--- src/rtl/i2c_tg_pkg.sv ---
package i2c_tg_pkg;
   localparam int unsigned TG_PRESC_W = 4;
   localparam int unsigned TG_LOW_W   = 8;
   localparam int unsigned TG_HIGH_W  = 8;
   localparam int unsigned TG_HOLD_W  = 4;
   localparam int unsigned TG_SETUP_W = 4;

   typedef enum logic [1:0] {
      PH_IDLE    = 2'd0,
      PH_LOW     = 2'd1,
      PH_WAIT_HI = 2'd2,
      PH_HIGH    = 2'd3
   } phase_e;

   typedef struct packed {
      logic [TG_PRESC_W-1:0] presc;
      logic [TG_LOW_W-1:0]   low_cnt;
      logic [TG_HIGH_W-1:0]  high_cnt;
      logic [TG_HOLD_W-1:0]  hold_dly;
      logic [TG_SETUP_W-1:0] setup_dly;
   } tcfg_t;
endpackage

--- src/rtl/i2c_tg_prescale.sv ---
module i2c_tg_prescale #(
   parameter int unsigned W = 4
) (
   input  logic         clk,
   input  logic         rst_n,
   input  logic         active_i,
   input  logic [W-1:0] presc_i,
   output logic         tick_o,
   output logic         zero_o
);
   logic [W-1:0] pcnt;
   logic         at_end;

   assign at_end = (pcnt == presc_i);

   always_ff @(posedge clk or negedge rst_n) begin
      if (!rst_n)        pcnt <= '0;
      else if (!active_i) pcnt <= '0;
      else if (at_end)   pcnt <= '0;
      else               pcnt <= pcnt + 1'b1;
   end

   assign tick_o = active_i && at_end;
   assign zero_o = (pcnt == '0);
endmodule

--- src/rtl/i2c_tg_sync.sv ---
module i2c_tg_sync #(
   parameter int unsigned STAGES = 2
) (
   input  logic clk,
   input  logic rst_n,
   input  logic d_i,
   output logic q_o
);
   generate
      if (STAGES == 1) begin : g_single
         logic ff;
         always_ff @(posedge clk or negedge rst_n) begin
            if (!rst_n) ff <= 1'b0;
            else        ff <= d_i;
         end
         assign q_o = ff;
      end else begin : g_chain
         logic [STAGES-1:0] sh;
         always_ff @(posedge clk or negedge rst_n) begin
            if (!rst_n) sh <= '0;
            else        sh <= {sh[STAGES-2:0], d_i};
         end
         assign q_o = sh[STAGES-1];
      end
   endgenerate
endmodule

--- src/rtl/i2c_tg_phase.sv ---
module i2c_tg_phase
   import i2c_tg_pkg::*;
#(
   parameter int unsigned LOW_W   = TG_LOW_W,
   parameter int unsigned HIGH_W  = TG_HIGH_W,
   parameter int unsigned HOLD_W  = TG_HOLD_W,
   parameter int unsigned SETUP_W = TG_SETUP_W
) (
   input  logic               clk,
   input  logic               rst_n,
   input  logic               enable_i,
   input  logic               run_i,
   input  logic               tick_i,
   input  logic               pzero_i,
   input  logic               scl_hi_i,
   input  logic [LOW_W-1:0]   low_cnt_i,
   input  logic [HIGH_W-1:0]  high_cnt_i,
   input  logic [HOLD_W-1:0]  hold_i,
   input  logic [SETUP_W-1:0] setup_i,
   output phase_e             phase_o,
   output logic               sda_upd_o
);
   localparam int unsigned DLY_W  = ((HOLD_W > SETUP_W) ? HOLD_W : SETUP_W) + 1;
   localparam int unsigned BASE_W = (LOW_W > HIGH_W) ? LOW_W : HIGH_W;
   localparam int unsigned CNT_W  = ((BASE_W > DLY_W) ? BASE_W : DLY_W) + 1;

   phase_e           st;
   logic [CNT_W-1:0] tcnt;
   logic [CNT_W-1:0] tcnt_inc;
   logic [CNT_W-1:0] len_clk;
   logic [CNT_W-1:0] len_dly;
   logic [CNT_W-1:0] low_len;

   always_comb begin
      tcnt_inc = tcnt + 1'b1;
      len_clk  = CNT_W'(low_cnt_i) + 1'b1;
      len_dly  = CNT_W'(hold_i) + CNT_W'(setup_i) + 1'b1;
      low_len  = (len_dly > len_clk) ? len_dly : len_clk;
   end

   always_ff @(posedge clk or negedge rst_n) begin
      if (!rst_n) begin
         st   <= PH_IDLE;
         tcnt <= '0;
      end else if (!enable_i) begin
         st   <= PH_IDLE;
         tcnt <= '0;
      end else begin
         case (st)
            PH_IDLE: begin
               if (run_i) begin
                  st   <= PH_LOW;
                  tcnt <= '0;
               end
            end
            PH_LOW: begin
               if (tick_i) begin
                  if (tcnt_inc >= low_len) begin
                     st   <= PH_WAIT_HI;
                     tcnt <= '0;
                  end else begin
                     tcnt <= tcnt_inc;
                  end
               end
            end
            PH_WAIT_HI: begin
               if (scl_hi_i) st <= PH_HIGH;
            end
            PH_HIGH: begin
               if (tick_i) begin
                  if (tcnt == CNT_W'(high_cnt_i)) begin
                     st   <= run_i ? PH_LOW : PH_IDLE;
                     tcnt <= '0;
                  end else begin
                     tcnt <= tcnt_inc;
                  end
               end
            end
            default: begin
               st   <= PH_IDLE;
               tcnt <= '0;
            end
         endcase
      end
   end

   assign phase_o   = st;
   assign sda_upd_o = (st == PH_LOW) && pzero_i && (tcnt == CNT_W'(hold_i));
endmodule

--- src/rtl/i2c_scl_timer.sv ---
module i2c_scl_timer
   import i2c_tg_pkg::*;
#(
   parameter int unsigned SYNC_STAGES = 2
) (
   input  logic                  clk,
   input  logic                  rst_n,
   input  logic                  enable,
   input  logic                  run,
   input  logic                  cfg_we,
   input  logic [TG_PRESC_W-1:0] cfg_presc,
   input  logic [TG_LOW_W-1:0]   cfg_low,
   input  logic [TG_HIGH_W-1:0]  cfg_high,
   input  logic [TG_HOLD_W-1:0]  cfg_hold,
   input  logic [TG_SETUP_W-1:0] cfg_setup,
   input  logic                  scl_in,
   output logic                  scl_low_o,
   output logic                  sda_update_o,
   output logic                  tick_o
);
   generate
      if (SYNC_STAGES < 2) begin : g_bad_sync
         $error("i2c_scl_timer: SYNC_STAGES must be at least 2");
      end
      if (TG_PRESC_W < 1 || TG_LOW_W < 1 || TG_HIGH_W < 1) begin : g_bad_width
         $error("i2c_scl_timer: field widths must be non-zero");
      end
   endgenerate

   tcfg_t  cfg_q;
   phase_e phase;
   logic   active;
   logic   tick;
   logic   pzero;
   logic   scl_hi;

   always_ff @(posedge clk or negedge rst_n) begin
      if (!rst_n) begin
         cfg_q <= '0;
      end else if (cfg_we && !enable) begin
         cfg_q.presc     <= cfg_presc;
         cfg_q.low_cnt   <= cfg_low;
         cfg_q.high_cnt  <= cfg_high;
         cfg_q.hold_dly  <= cfg_hold;
         cfg_q.setup_dly <= cfg_setup;
      end
   end

   assign active = (phase == PH_LOW) || (phase == PH_HIGH);

   i2c_tg_prescale #(.W(TG_PRESC_W)) u_pre (
      .clk      (clk),
      .rst_n    (rst_n),
      .active_i (active),
      .presc_i  (cfg_q.presc),
      .tick_o   (tick),
      .zero_o   (pzero)
   );

   i2c_tg_sync #(.STAGES(SYNC_STAGES)) u_sync (
      .clk   (clk),
      .rst_n (rst_n),
      .d_i   (scl_in),
      .q_o   (scl_hi)
   );

   i2c_tg_phase u_phase (
      .clk        (clk),
      .rst_n      (rst_n),
      .enable_i   (enable),
      .run_i      (run),
      .tick_i     (tick),
      .pzero_i    (pzero),
      .scl_hi_i   (scl_hi),
      .low_cnt_i  (cfg_q.low_cnt),
      .high_cnt_i (cfg_q.high_cnt),
      .hold_i     (cfg_q.hold_dly),
      .setup_i    (cfg_q.setup_dly),
      .phase_o    (phase),
      .sda_upd_o  (sda_update_o)
   );

   assign scl_low_o = (phase == PH_LOW);
   assign tick_o    = tick;
endmodule

--- config.mk ---
export PLATFORM = sky130hd
export DESIGN_NAME = i2c_scl_timer
export DESIGN_NICKNAME = d
export VERILOG_FILES = /design/src/rtl/i2c_tg_pkg.sv /design/src/rtl/i2c_tg_prescale.sv /design/src/rtl/i2c_tg_sync.sv /design/src/rtl/i2c_tg_phase.sv /design/src/rtl/i2c_scl_timer.sv
export SDC_FILE = /design/constraint.sdc
export NUM_CORES = 1
export LEC_CHECK = 0
export BUFFER_PORTS_ARGS = -buffer_cell sky130_fd_sc_hd__buf_2
export CORE_UTILIZATION = 63
export CTS_CLUSTER_SIZE = 16
export DETAILED_ROUTE_END_ITERATION = 10
export PLACE_DENSITY = 0.86
export SLEW_MARGIN = 20
export SYNTH_ARGS = -nofsm -noshare
export SYNTH_HDL_FRONTEND = slang
export SYNTH_HIERARCHICAL = 1
export SYNTH_SLANG_ARGS = --single-unit
--- constraint.sdc ---
create_clock -name clk -period 8.1 [get_ports clk]
set_input_delay 0.405 -clock clk [delete_from_list [all_inputs] [get_ports clk]]
set_output_delay 0.405 -clock clk [all_outputs]
set_load 0.02 [all_outputs]
==> results.sh, run 1 <==
export IMPL_status="completed"
export IMPL_synth_warnings=6
export IMPL_fillers=333
export IMPL_leakage_nw=1.63
export IMPL_area_delta_synth_final_pct=8.49
export IMPL_required_ps=8290
export IMPL_power_uw=716
export IMPL_cts_root_buf="clkbuf_8"
export IMPL_dieArea_sq_um=4950
export IMPL_ctsResizeCount=0
export IMPL_track_usage_pct=25.3
export IMPL_htree_levels=2
export IMPL_reg2reg_to="u_phase/tcnt[0]"
export IMPL_crit_buf_inv=1
export IMPL_ys_seq_area_share_pct=38.2
export IMPL_grt_pass1_vias=2090
export IMPL_synth_area_per_cell_sq_um=11.5
export IMPL_path_common_cell="ha_1"
export IMPL_drt_iter0_drc=82
export IMPL_p_comb_share_pct=40.3
export IMPL_final_nets=355
export IMPL_worst_slew_pin_slew_ps=1030
export IMPL_period_share_pct=55.1
export IMPL_core_area_sq_um=4410
export IMPL_drtAntennaViolNets=0
export IMPL_cts_max_path_buffers=2
export IMPL_p_switching_uw=264
export IMPL_startpoint_type="flip-flop"
export IMPL_cts_buffers=5
export IMPL_synth_area_leaders="dfrtp_1, ha_1, mux2_4, xnor2_1, mux2_2"
export IMPL_seq_power_share_pct=40.9
export IMPL_asyncSetResetFlopFracSynth_pct=100
export IMPL_vias=2023
export IMPL_wl_per_cell_um=16.3
export IMPL_setup_viol=0
export IMPL_worst_r2r_cell_count=18
export IMPL_syn_area_sq_um=2950
export IMPL_antenna_found_initial=0
export IMPL_tritoncts="done"
export IMPL_gp_congestion=0.861
export IMPL_syn_num_nets=318
export IMPL_cp_top_family="adder cells"
export IMPL_first_pass_iters=4
export IMPL_max_freq_mhz=224
export IMPL_hold_class="in2async"
export IMPL_final_cell_mix="dfrtp_1, buf_2, ha_1"
export IMPL_arrival_ps=4650
export IMPL_io_buffer_count=36
export IMPL_insertion_delay_ps=300
export IMPL_crit_fanout=7
export IMPL_maxCapViolations=0
export IMPL_wirelength_um=5660
export IMPL_ir_drop_v=0.000196
export IMPL_vias_per_cell=5.83
export IMPL_ys_flop_type="dfrtp_1"
export IMPL_syn_inst=257
export IMPL_relSlewSlack_pct=31.1
export IMPL_final_common_cell="dfrtp_1"
export IMPL_ys_seq_elements=45
export IMPL_path_clk_slew_ps=90
export IMPL_swShare_pct=36.9
export IMPL_rows=24
export IMPL_postCtsSetupRepairBufs=0
export IMPL_grt_pass1_wl_um=9670
export IMPL_drive_above_1_share_pct=26.8
export IMPL_ios=37
export IMPL_clock_skew_ps=9.66
export IMPL_die_h_um=70.4
export IMPL_overflow=0
export IMPL_cpMaxStageDelayCell="a2111oi_0"
export IMPL_ys_types=43
export IMPL_power_density_nw_per_um2=224
export IMPL_insertedDiodeCount=0
export IMPL_final_max_slew_viol_count=0
export IMPL_synth_top_cell_by_area="dfrtp_1"
export IMPL_grt_max_degree=46
export IMPL_initial_core_util_pct=66.8
export IMPL_reg2reg_slack_ps=3640
export IMPL_synth_edf_count=0
export IMPL_cts_sinks=45
export IMPL_intPower_uw=451
export IMPL_whs_ps=88.1
export IMPL_rsz0062_at_grt="false"
export IMPL_die_x_um=70.4
export IMPL_ctsHoldBuffers=0
export IMPL_cpPeakStageDelay_ps=420
export IMPL_crit_type="reg2reg"
export IMPL_clkPwrFrac_pct=18.8
export IMPL_dp_hpwl_um=4060
export IMPL_period_needed_ps=4460
export IMPL_synth_top_area_share_pct=38.2
export IMPL_end_kind="flip-flop"
export IMPL_setup_tns_ps=0
export IMPL_route_detailed_drc=0
export IMPL_r2r_start="cfg_q[4]"
export IMPL_crit_chain="inv_1 -> ha_1 -> fa_1 -> nor2b_1 -> o21ai_0 -> nand2b_1 -> ha_1 -> and4_1 -> a2111oi_0 -> nand3_1 -> mux2i_1 -> ha_1 -> nand2b_1 -> nand3_1 -> a211o_1 -> a32oi_4 -> nor2_2 -> mux2_2"
export IMPL_final_hold_viol_count=0
[state kept, by name (all words and copies together), names as in the netlist]
name               flops
u_pre/pcnt             4
u_phase/tcnt           9
cfg_q                 28
u_sync/g_chain.sh      2
u_phase/phase_o        2
[power by group through the flow]
stage	combinational (mW)	clock [mW]	sequential (mW)
final	0.288	0.135	0.293
after global routing	0.324	0.147	0.299
after CTS	0.285	0.138	0.293
after detailed placement	0.282	0	0.297
after global placement	0.271	0	0.296
after floorplan	0.226	0	0.284
[worst max path at each step]
stage | startpoint | end | cells after the start
2_1_floorplan | cfg_q[4] | u_phase/tcnt[0] | 18
3_3_place_gp | cfg_q[4] | u_phase/tcnt[0] | 18
3_5_place_dp | cfg_q[4] | u_phase/tcnt[0] | 18
4_1_cts | cfg_q[4] | u_phase/tcnt[0] | 18
5_1_grt | cfg_q[4] | u_phase/tcnt[0] | 18
6_report | cfg_q[4] | u_phase/tcnt[0] | 18
[layout make-up]
cell class                      instances  area, sq um  area share, %
Multi-Input combinational cell        183         1650           51.7
Sequential cell                        45         1130           35.2
Timing Repair Buffer                   36          183           5.71
Inverter                               23         86.3           2.70
Clock buffer                            6         72.6           2.27
Tap cell                               52         65.1           2.04
Clock inverter                          2         10.0          0.313
[cells in the mapped netlist (2+ instances only)]
cell / n
o22ai_1: 2
mux2_2: 9
a211oi_1: 4
a22o_1: 5
nand3_1: 14
nand2b_1: 6
a21oi_1: 8
mux2i_1: 5
dfrtp_1: 45
mux2_4: 20
nor2_1: 5
xor2_1: 7
nand4_1: 3
buf_12: 3
inv_1: 23
o21ai_0: 2
a21o_1: 5
ha_1: 26
nor2b_1: 2
xnor2_1: 23
and3_1: 10
nand2_1: 9
[per-layer routing]
metal / vias up / share of wire [%] / wire (um) / track usage, %
met1: 986 / 44 / 2490 / 32.5
met5: - / 0 / 0 / 0
met2: 47 / 49 / 2780 / 41.5
met4: 0 / 2.8 / 160 / 10.7
met3: 14 / 4.0 / 226 / 5.05
li1: 976 / - / - / -
[logic make-up after synthesis]
kind of cell | after synthesis | synth area share, %
and+or+nand+nor | 60 | 11.7
DFF | 45 | 38.2
muxes | 34 | 15.3
AOI/OAI and AO/OA | 32 | 8.45
xor gates and xnor gates | 30 | 8.92
buffers and inverters | 29 | 5.65
adders and majority gates | 27 | 11.7
[through the flow]
step / setup slack [ps] / cells / util (%) / area, sq um
global placement: 3940 / 339 / 70.5 / 3110
detailed placement: 3690 / 339 / 70.5 / 3110
global route: 3340 / 347 / 72.4 / 3200
finish: 3640 / 347 / 72.4 / 3200
floorplan: 4110 / 257 / - / 2950
CTS: 3670 / 347 / 72.4 / 3190
No activity file was read; power rests on OpenSTA's default activity.
==> run 2, diff against run 1 <==
--- a/config.mk
+++ b/config.mk
@@ -6,10 +6,10 @@
 export NUM_CORES = 1
 export LEC_CHECK = 0
 export BUFFER_PORTS_ARGS = -buffer_cell sky130_fd_sc_hd__buf_2
-export CORE_UTILIZATION = 63
+export CORE_UTILIZATION = 53
 export CTS_CLUSTER_SIZE = 16
 export DETAILED_ROUTE_END_ITERATION = 10
-export PLACE_DENSITY = 0.86
+export PLACE_DENSITY = 0.77
 export SLEW_MARGIN = 20
 export SYNTH_ARGS = -nofsm -noshare
 export SYNTH_HDL_FRONTEND = slang
==> constraint.sdc (replaced) <==
create_clock -name clk -period 3.75 [get_ports clk]
set_input_delay 0.1875 -clock clk [delete_from_list [all_inputs] [get_ports clk]]
set_output_delay 0.1875 -clock clk [all_outputs]
set_load 0.02 [all_outputs]
==> results.sh, run 2 (same netlist as run 1, synthesis figures left out) <==
export IMPL_setup_viol=11
export IMPL_reg_top3="cfg_q x28, u_phase/tcnt x9, u_pre/pcnt x4"
export IMPL_period_share_pct=105
export IMPL_initial_core_util_pct=56.3
export IMPL_required_ps=3960
export IMPL_endpoint="u_phase/phase_o[0]"
export IMPL_vias=2097
export IMPL_io_buffer_count=36
export IMPL_drtAntennaViolNets=0
export IMPL_crit_fanout=5
export IMPL_worst_slew_pin_slew_ps=1060
export IMPL_end_kind="flip-flop"
export IMPL_cpMaxStageDelayCell="dfrtp_1"
export IMPL_drt_iter0_drc=78
export IMPL_relSlewSlack_pct=29.4
export IMPL_max_freq_mhz=254
export IMPL_grt_max_degree=46
export IMPL_cts_root_buf="clkbuf_8"
export IMPL_final_cell_mix="dfrtp_1, buf_2, inv_1, ha_1, xnor2_1"
export IMPL_regMostFlops="cfg_q"
export IMPL_cts_buffers=5
export IMPL_cts_sinks=45
export IMPL_grt_pass1_wl_um=9840
export IMPL_vias_per_cell=5.36
export IMPL_fillers=382
export IMPL_rsz0062_at_grt="true"
export IMPL_final_nets=381
export IMPL_first_pass_iters=4
export IMPL_insertion_delay_ps=300
export IMPL_period_needed_ps=3940
export IMPL_ir_drop_v=0.000424
export IMPL_worst_r2r_cell_count=17
export IMPL_cpPeakStageDelay_ps=410
export IMPL_final_hold_viol_count=0
export IMPL_setup_tns_ps=-1300
export IMPL_reg2reg_slack_ps=-190
export IMPL_final_common_cell="dfrtp_1"
export IMPL_tritoncts="done"
export IMPL_insertedDiodeCount=0
export IMPL_ios=37
export IMPL_clock_skew_ps=8.02
export IMPL_core_area_sq_um=5240
export IMPL_status="finished, violations left"
export IMPL_cts_max_path_buffers=2
export IMPL_dp_cells=367
export IMPL_wl_per_cell_um=15.0
export IMPL_overflow=0
export IMPL_rows=26
export IMPL_die_x_um=76.6
export IMPL_path_clk_slew_ps=90
export IMPL_largest_reg_flops=28
export IMPL_crit_start="cfg_q[5]"
export IMPL_route_detailed_drc=0
export IMPL_power_mw=1.93
export IMPL_r2r_start="cfg_q[5]"
export IMPL_die_h_um=76.6
export IMPL_arrival_ps=4150
export IMPL_startpoint_type="flip-flop"
export IMPL_antenna_found_initial=0
export IMPL_wirelength_um=5880
export IMPL_area_delta_synth_final_pct=22.7
export IMPL_grt_pass1_vias=2134
export IMPL_htree_levels=2
export IMPL_hold_class="in2reg"
export IMPL_gp_congestion=0.877
export IMPL_drive_above_1_share_pct=37.1
export IMPL_track_usage_pct=21.3
export IMPL_final_max_slew_viol_count=0
export IMPL_power_density_nw_per_um2=533
export IMPL_stdcell_count=391
export IMPL_leakage_nw=1.80
export IMPL_crit_chain="ha_1 -> a21o_1 -> a21oi_2 -> xnor2_2 -> ha_1 -> and4_4 -> a2111oi_4 -> nand3_2 -> buf_6 -> mux2i_1 -> ha_1 -> nand2b_4 -> nand3_2 -> a211o_1 -> a32oi_4 -> o211ai_1 -> a221oi_2"
export IMPL_maxCapViolations=0
export IMPL_timing_final_ws_setup_ps=-186
export IMPL_crit_type="reg2reg"
export IMPL_reg2reg_to="u_phase/phase_o[0]"
export IMPL_whs_path_depth=2
export IMPL_violations="setup timing"
export IMPL_path_common_cell="ha_1"
export IMPL_dieArea_sq_um=5860
export IMPL_dp_hpwl_um=4070
## run 2: cell types whose count changed in the layout (fill, tap and decap cells not counted), moves of 3 or more
cell,previous run,this run
buf_4,1,20
a211oi_2,0,3
buf_6,0,5
ha_4,0,3
ha_1,26,23
a211oi_1,4,1
## run 2: worst max-delay path: cells and delay by family (launching register included)
family | cells | cell delay, ps
AND/OR/NAND/NOR | 4 | 540
multiplexers | 1 | 110
buffers and inverters | 1 | 160
flip-flops | 1 | 410
AO/OA/AOI/OAI | 7 | 1650
adder cells (fa/ha/maj) | 3 | 860
XOR/XNOR | 1 | 140
## run 2: how the worst min path moves through the flow
stage	from	endpoint	slack, ps
finish	cfg_low[4]	cfg_q[20]	110
global route	cfg_presc[3]	cfg_q[27]	90
detailed placement	scl_in	u_sync/g_chain.sh[0]	300
global placement	scl_in	u_sync/g_chain.sh[0]	300
floorplan	rst_n	cfg_q[0]	-110
CTS	rst_n	cfg_q[20]	80
## run 2: per-stage QoR
step                utilization [%]  setup slack (ps)  area, sq um  hold WS, ps
floorplan                         -              11.9         2970         -108
global placement               61.7              -109         3230          297
detailed placement             61.7              -200         3230          297
CTS                            66.9              -178         3510         81.5
global route                   69.0              -401         3620         93.4
finish                         69.0              -186         3620          106
## run 2: layout make-up
type,count,area (sq um),share of cell area [%]
clock inverters,3,68.8,1.90
multi-input cells,183,1780,49.1
clock buffers,5,68.8,1.90
well taps,70,87.6,2.42
repair buffers,62,402,11.1
flip-flops and latches,45,1130,31.1
inverters,23,86.3,2.39
## run 2: where the power goes
part / internal [mW] / total, mW / switching (mW)
Clock: 0.268 / 0.442 / 0.174
Combinational: 0.448 / 0.860 / 0.412
Sequential: 0.551 / 0.626 / 0.0755
## run 2: metal layers
metal | up-vias | global-route usage (%) | part of all wire [%]
li1 | 1028 | - | -
met1 | 1036 | 27.3 | 46
met2 | 25 | 36.7 | 51
met3 | 8 | 4.79 | 1.9
met4 | 0 | 4.81 | 1.2
met5 | - | 0 | 0
## run 2: repair_timing
item                                   4_1_cts  5_1_grt
hold buffers                                 1        1
gates resized for setup                     10       10
endpoints found under the hold margin        1       45
setup buffers                               11        3
pin swaps                                   16       15
setup endpoints to repair                   11       11
==> run 3, diff against run 2 <==
--- a/config.mk
+++ b/config.mk
@@ -6,10 +6,10 @@
 export NUM_CORES = 1
 export LEC_CHECK = 0
 export BUFFER_PORTS_ARGS = -buffer_cell sky130_fd_sc_hd__buf_2
-export CORE_UTILIZATION = 53
+export CORE_UTILIZATION = 29
 export CTS_CLUSTER_SIZE = 16
 export DETAILED_ROUTE_END_ITERATION = 10
-export PLACE_DENSITY = 0.77
+export SETUP_SLACK_MARGIN = 0.3
 export SLEW_MARGIN = 20
 export SYNTH_ARGS = -nofsm -noshare
 export SYNTH_HDL_FRONTEND = slang
==> constraint.sdc (replaced) <==
create_clock -name clk -period 5.1 [get_ports clk]
set_input_delay 0.255 -clock clk [delete_from_list [all_inputs] [get_ports clk]]
set_output_delay 0.255 -clock clk [all_outputs]
set_load 0.02 [all_outputs]
==> results.sh, run 3 (same netlist as run 1, synthesis figures left out) <==
export IMPL_status="completed"
export IMPL_reg2reg_slack_ps=650
export IMPL_initial_core_util_pct=30.0
export IMPL_vias=1950
export IMPL_cts_root_buf="clkbuf_8"
export IMPL_r2r_start="cfg_q[4]"
export IMPL_first_pass_iters=4
export IMPL_crit_start="cfg_q[4]"
export IMPL_clock_skew_ps=6.25
export IMPL_leakage_nw=1.66
export IMPL_antenna_found_initial=0
export IMPL_drive_above_1_share_pct=27.3
export IMPL_hold_end="u_sync/g_chain.sh[0]"
export IMPL_wl_per_cell_um=13.5
export IMPL_route_detailed_drc=0
export IMPL_path_clk_slew_ps=90
export IMPL_rows=36
export IMPL_insertedDiodeCount=0
export IMPL_crit_type="reg2reg"
export IMPL_rsz0062_at_grt="false"
export IMPL_final_nets=357
export IMPL_cpPeakStageDelay_ps=480
export IMPL_power_density_nw_per_um2=345
export IMPL_gp_congestion=0.876
export IMPL_wl_met1_um=2820
export IMPL_path_common_cell="ha_1"
export IMPL_vias_per_cell=4.53
export IMPL_track_usage_pct=12.4
export IMPL_worst_r2r_cell_count=18
export IMPL_cts_sinks=45
export IMPL_ir_drop_v=0.000182
export IMPL_timing_final_ws_setup_ps=654
export IMPL_regMostFlops="cfg_q"
export IMPL_drtAntennaViolNets=0
export IMPL_maxCapViolations=0
export IMPL_insertion_delay_ps=300
export IMPL_route_met3_wl_um=228
export IMPL_relSlewSlack_pct=60.7
export IMPL_end_kind="flip-flop"
export IMPL_tritoncts="done"
export IMPL_ctsResizeCount=0
export IMPL_grt_pass1_wl_um=10100
export IMPL_dp_hpwl_um=4280
export IMPL_htree_levels=2
export IMPL_required_ps=5300
export IMPL_cts_buffers=5
export IMPL_ios=37
export IMPL_setup_viol=0
export IMPL_core_area_sq_um=9820
export IMPL_cp_top_family="compound AO/OA/AOI/OAI gates"
export IMPL_die_h_um=103
export IMPL_die_x_um=103
export IMPL_min_from="scl_in"
export IMPL_grt_pass1_vias=2079
export IMPL_final_hold_viol_count=0
export IMPL_dr_wl_met2_um=2690
export IMPL_io_buffer_count=36
export IMPL_crit_chain="inv_1 -> ha_1 -> fa_1 -> nor2b_1 -> o21ai_0 -> nand2b_1 -> ha_1 -> and4_1 -> a2111oi_0 -> nand3_1 -> mux2i_1 -> ha_1 -> nand2b_1 -> nand3_1 -> a211o_1 -> a32oi_4 -> nor2_2 -> mux2_2"
export IMPL_arrival_ps=4640
export IMPL_period_share_pct=87.2
export IMPL_drt_iter0_drc=101
export IMPL_final_cell_mix="dfrtp_1, buf_2, ha_1"
export IMPL_largest_reg_flops=28
export IMPL_pre_cts_slack_ps=705
export IMPL_dieArea_sq_um=10600
export IMPL_wirelength_um=5810
export IMPL_fillers=1019
export IMPL_cpMaxStageDelayCell="a2111oi_0"
export IMPL_routed_top_layer="met4"
export IMPL_reg2reg_to="u_phase/tcnt[0]"
export IMPL_final_common_cell="dfrtp_1"
export IMPL_area_delta_synth_final_pct=13.7
export IMPL_hold_class="in2reg"
export IMPL_final_max_slew_viol_count=0
export IMPL_startpoint_type="flip-flop"
export IMPL_overflow=0
export IMPL_worst_slew_pin_slew_ps=588
export IMPL_setup_tns_ps=0
export IMPL_grt_max_degree=46
export IMPL_crit_buf_inv=1
export IMPL_period_needed_ps=4450
export IMPL_crit_fanout=7
export IMPL_max_freq_mhz=225
export IMPL_reg_top3="cfg_q x28, u_phase/tcnt x9, u_pre/pcnt x4"
export IMPL_whs_path_depth=1
export IMPL_cts_max_path_buffers=2
[run 3: cell count changes in the layout (fill, tap and decap cells not counted), moves of 2 or more]
cell       before  now
buf_6           5    0
nand3_2         2    0
ha_1           23   26
a211oi_2        3    0
buf_4          20    1
bufinv_16       2    0
ha_4            3    0
nand3_1        12   14
a211oi_1        1    4
[run 3: repair_timing]
item | in CTS | in global routing
endpoints found under the hold margin | 0 | 7
hold buffers | 0 | 1
endpoints found under the setup margin | 0 | 0
setup buffers | 0 | 0
[run 3: metrics by stage]
stage	cells	instance area [sq um]	util, %	power (mW)	hold WS [ps]
3_5_place_dp	420	3210	32.7	0.919	339
6_report	430	3350	34.1	1.16	54.8
4_1_cts	428	3310	33.7	1.17	39.9
3_3_place_gp	420	3210	32.7	0.906	339
5_1_grt	430	3350	34.1	1.25	51.2
2_1_floorplan	257	2950	-	0.811	-40.6
[run 3: worst max-delay path by stage]
stage               slack (ps)                  to  depth (start not counted)
finish                     650     u_phase/tcnt[0]                         18
global route               410  u_phase/phase_o[0]                         17
CTS                        700     u_phase/tcnt[0]                         18
detailed placement         700     u_phase/tcnt[0]                         18
global placement           920     u_phase/tcnt[0]                         18
floorplan                 1110     u_phase/tcnt[0]                         18
[run 3: cell type report]
| type | count | area (sq um) | share of cell area [%] |
|---|---|---|---|
| Multi-Input combinational cell | 183 | 1650 | 49.4 |
| Sequential cell | 45 | 1130 | 33.6 |
| Timing Repair Buffer | 38 | 220 | 6.57 |
| Tap cell | 133 | 166 | 4.97 |
| Inverter | 23 | 86.3 | 2.58 |
| Clock buffer | 6 | 82.6 | 2.47 |
| Clock inverter | 2 | 13.8 | 0.411 |
[run 3: routing by layer]
layer  vias up  GRT usage [%]
li1        979              -
met1       931           16.3
met2        33           20.5
met3         7           2.78
met4         0           3.58
met5         -              0
[run 3: power by group]
group	leakage [nW]	switching (mW)	internal (mW)	total, mW
combinational	1.05	0.233	0.218	0.451
sequential	0.559	0.0597	0.405	0.465
clock	0.0512	0.130	0.110	0.240
total	1.66	0.423	0.733	1.16
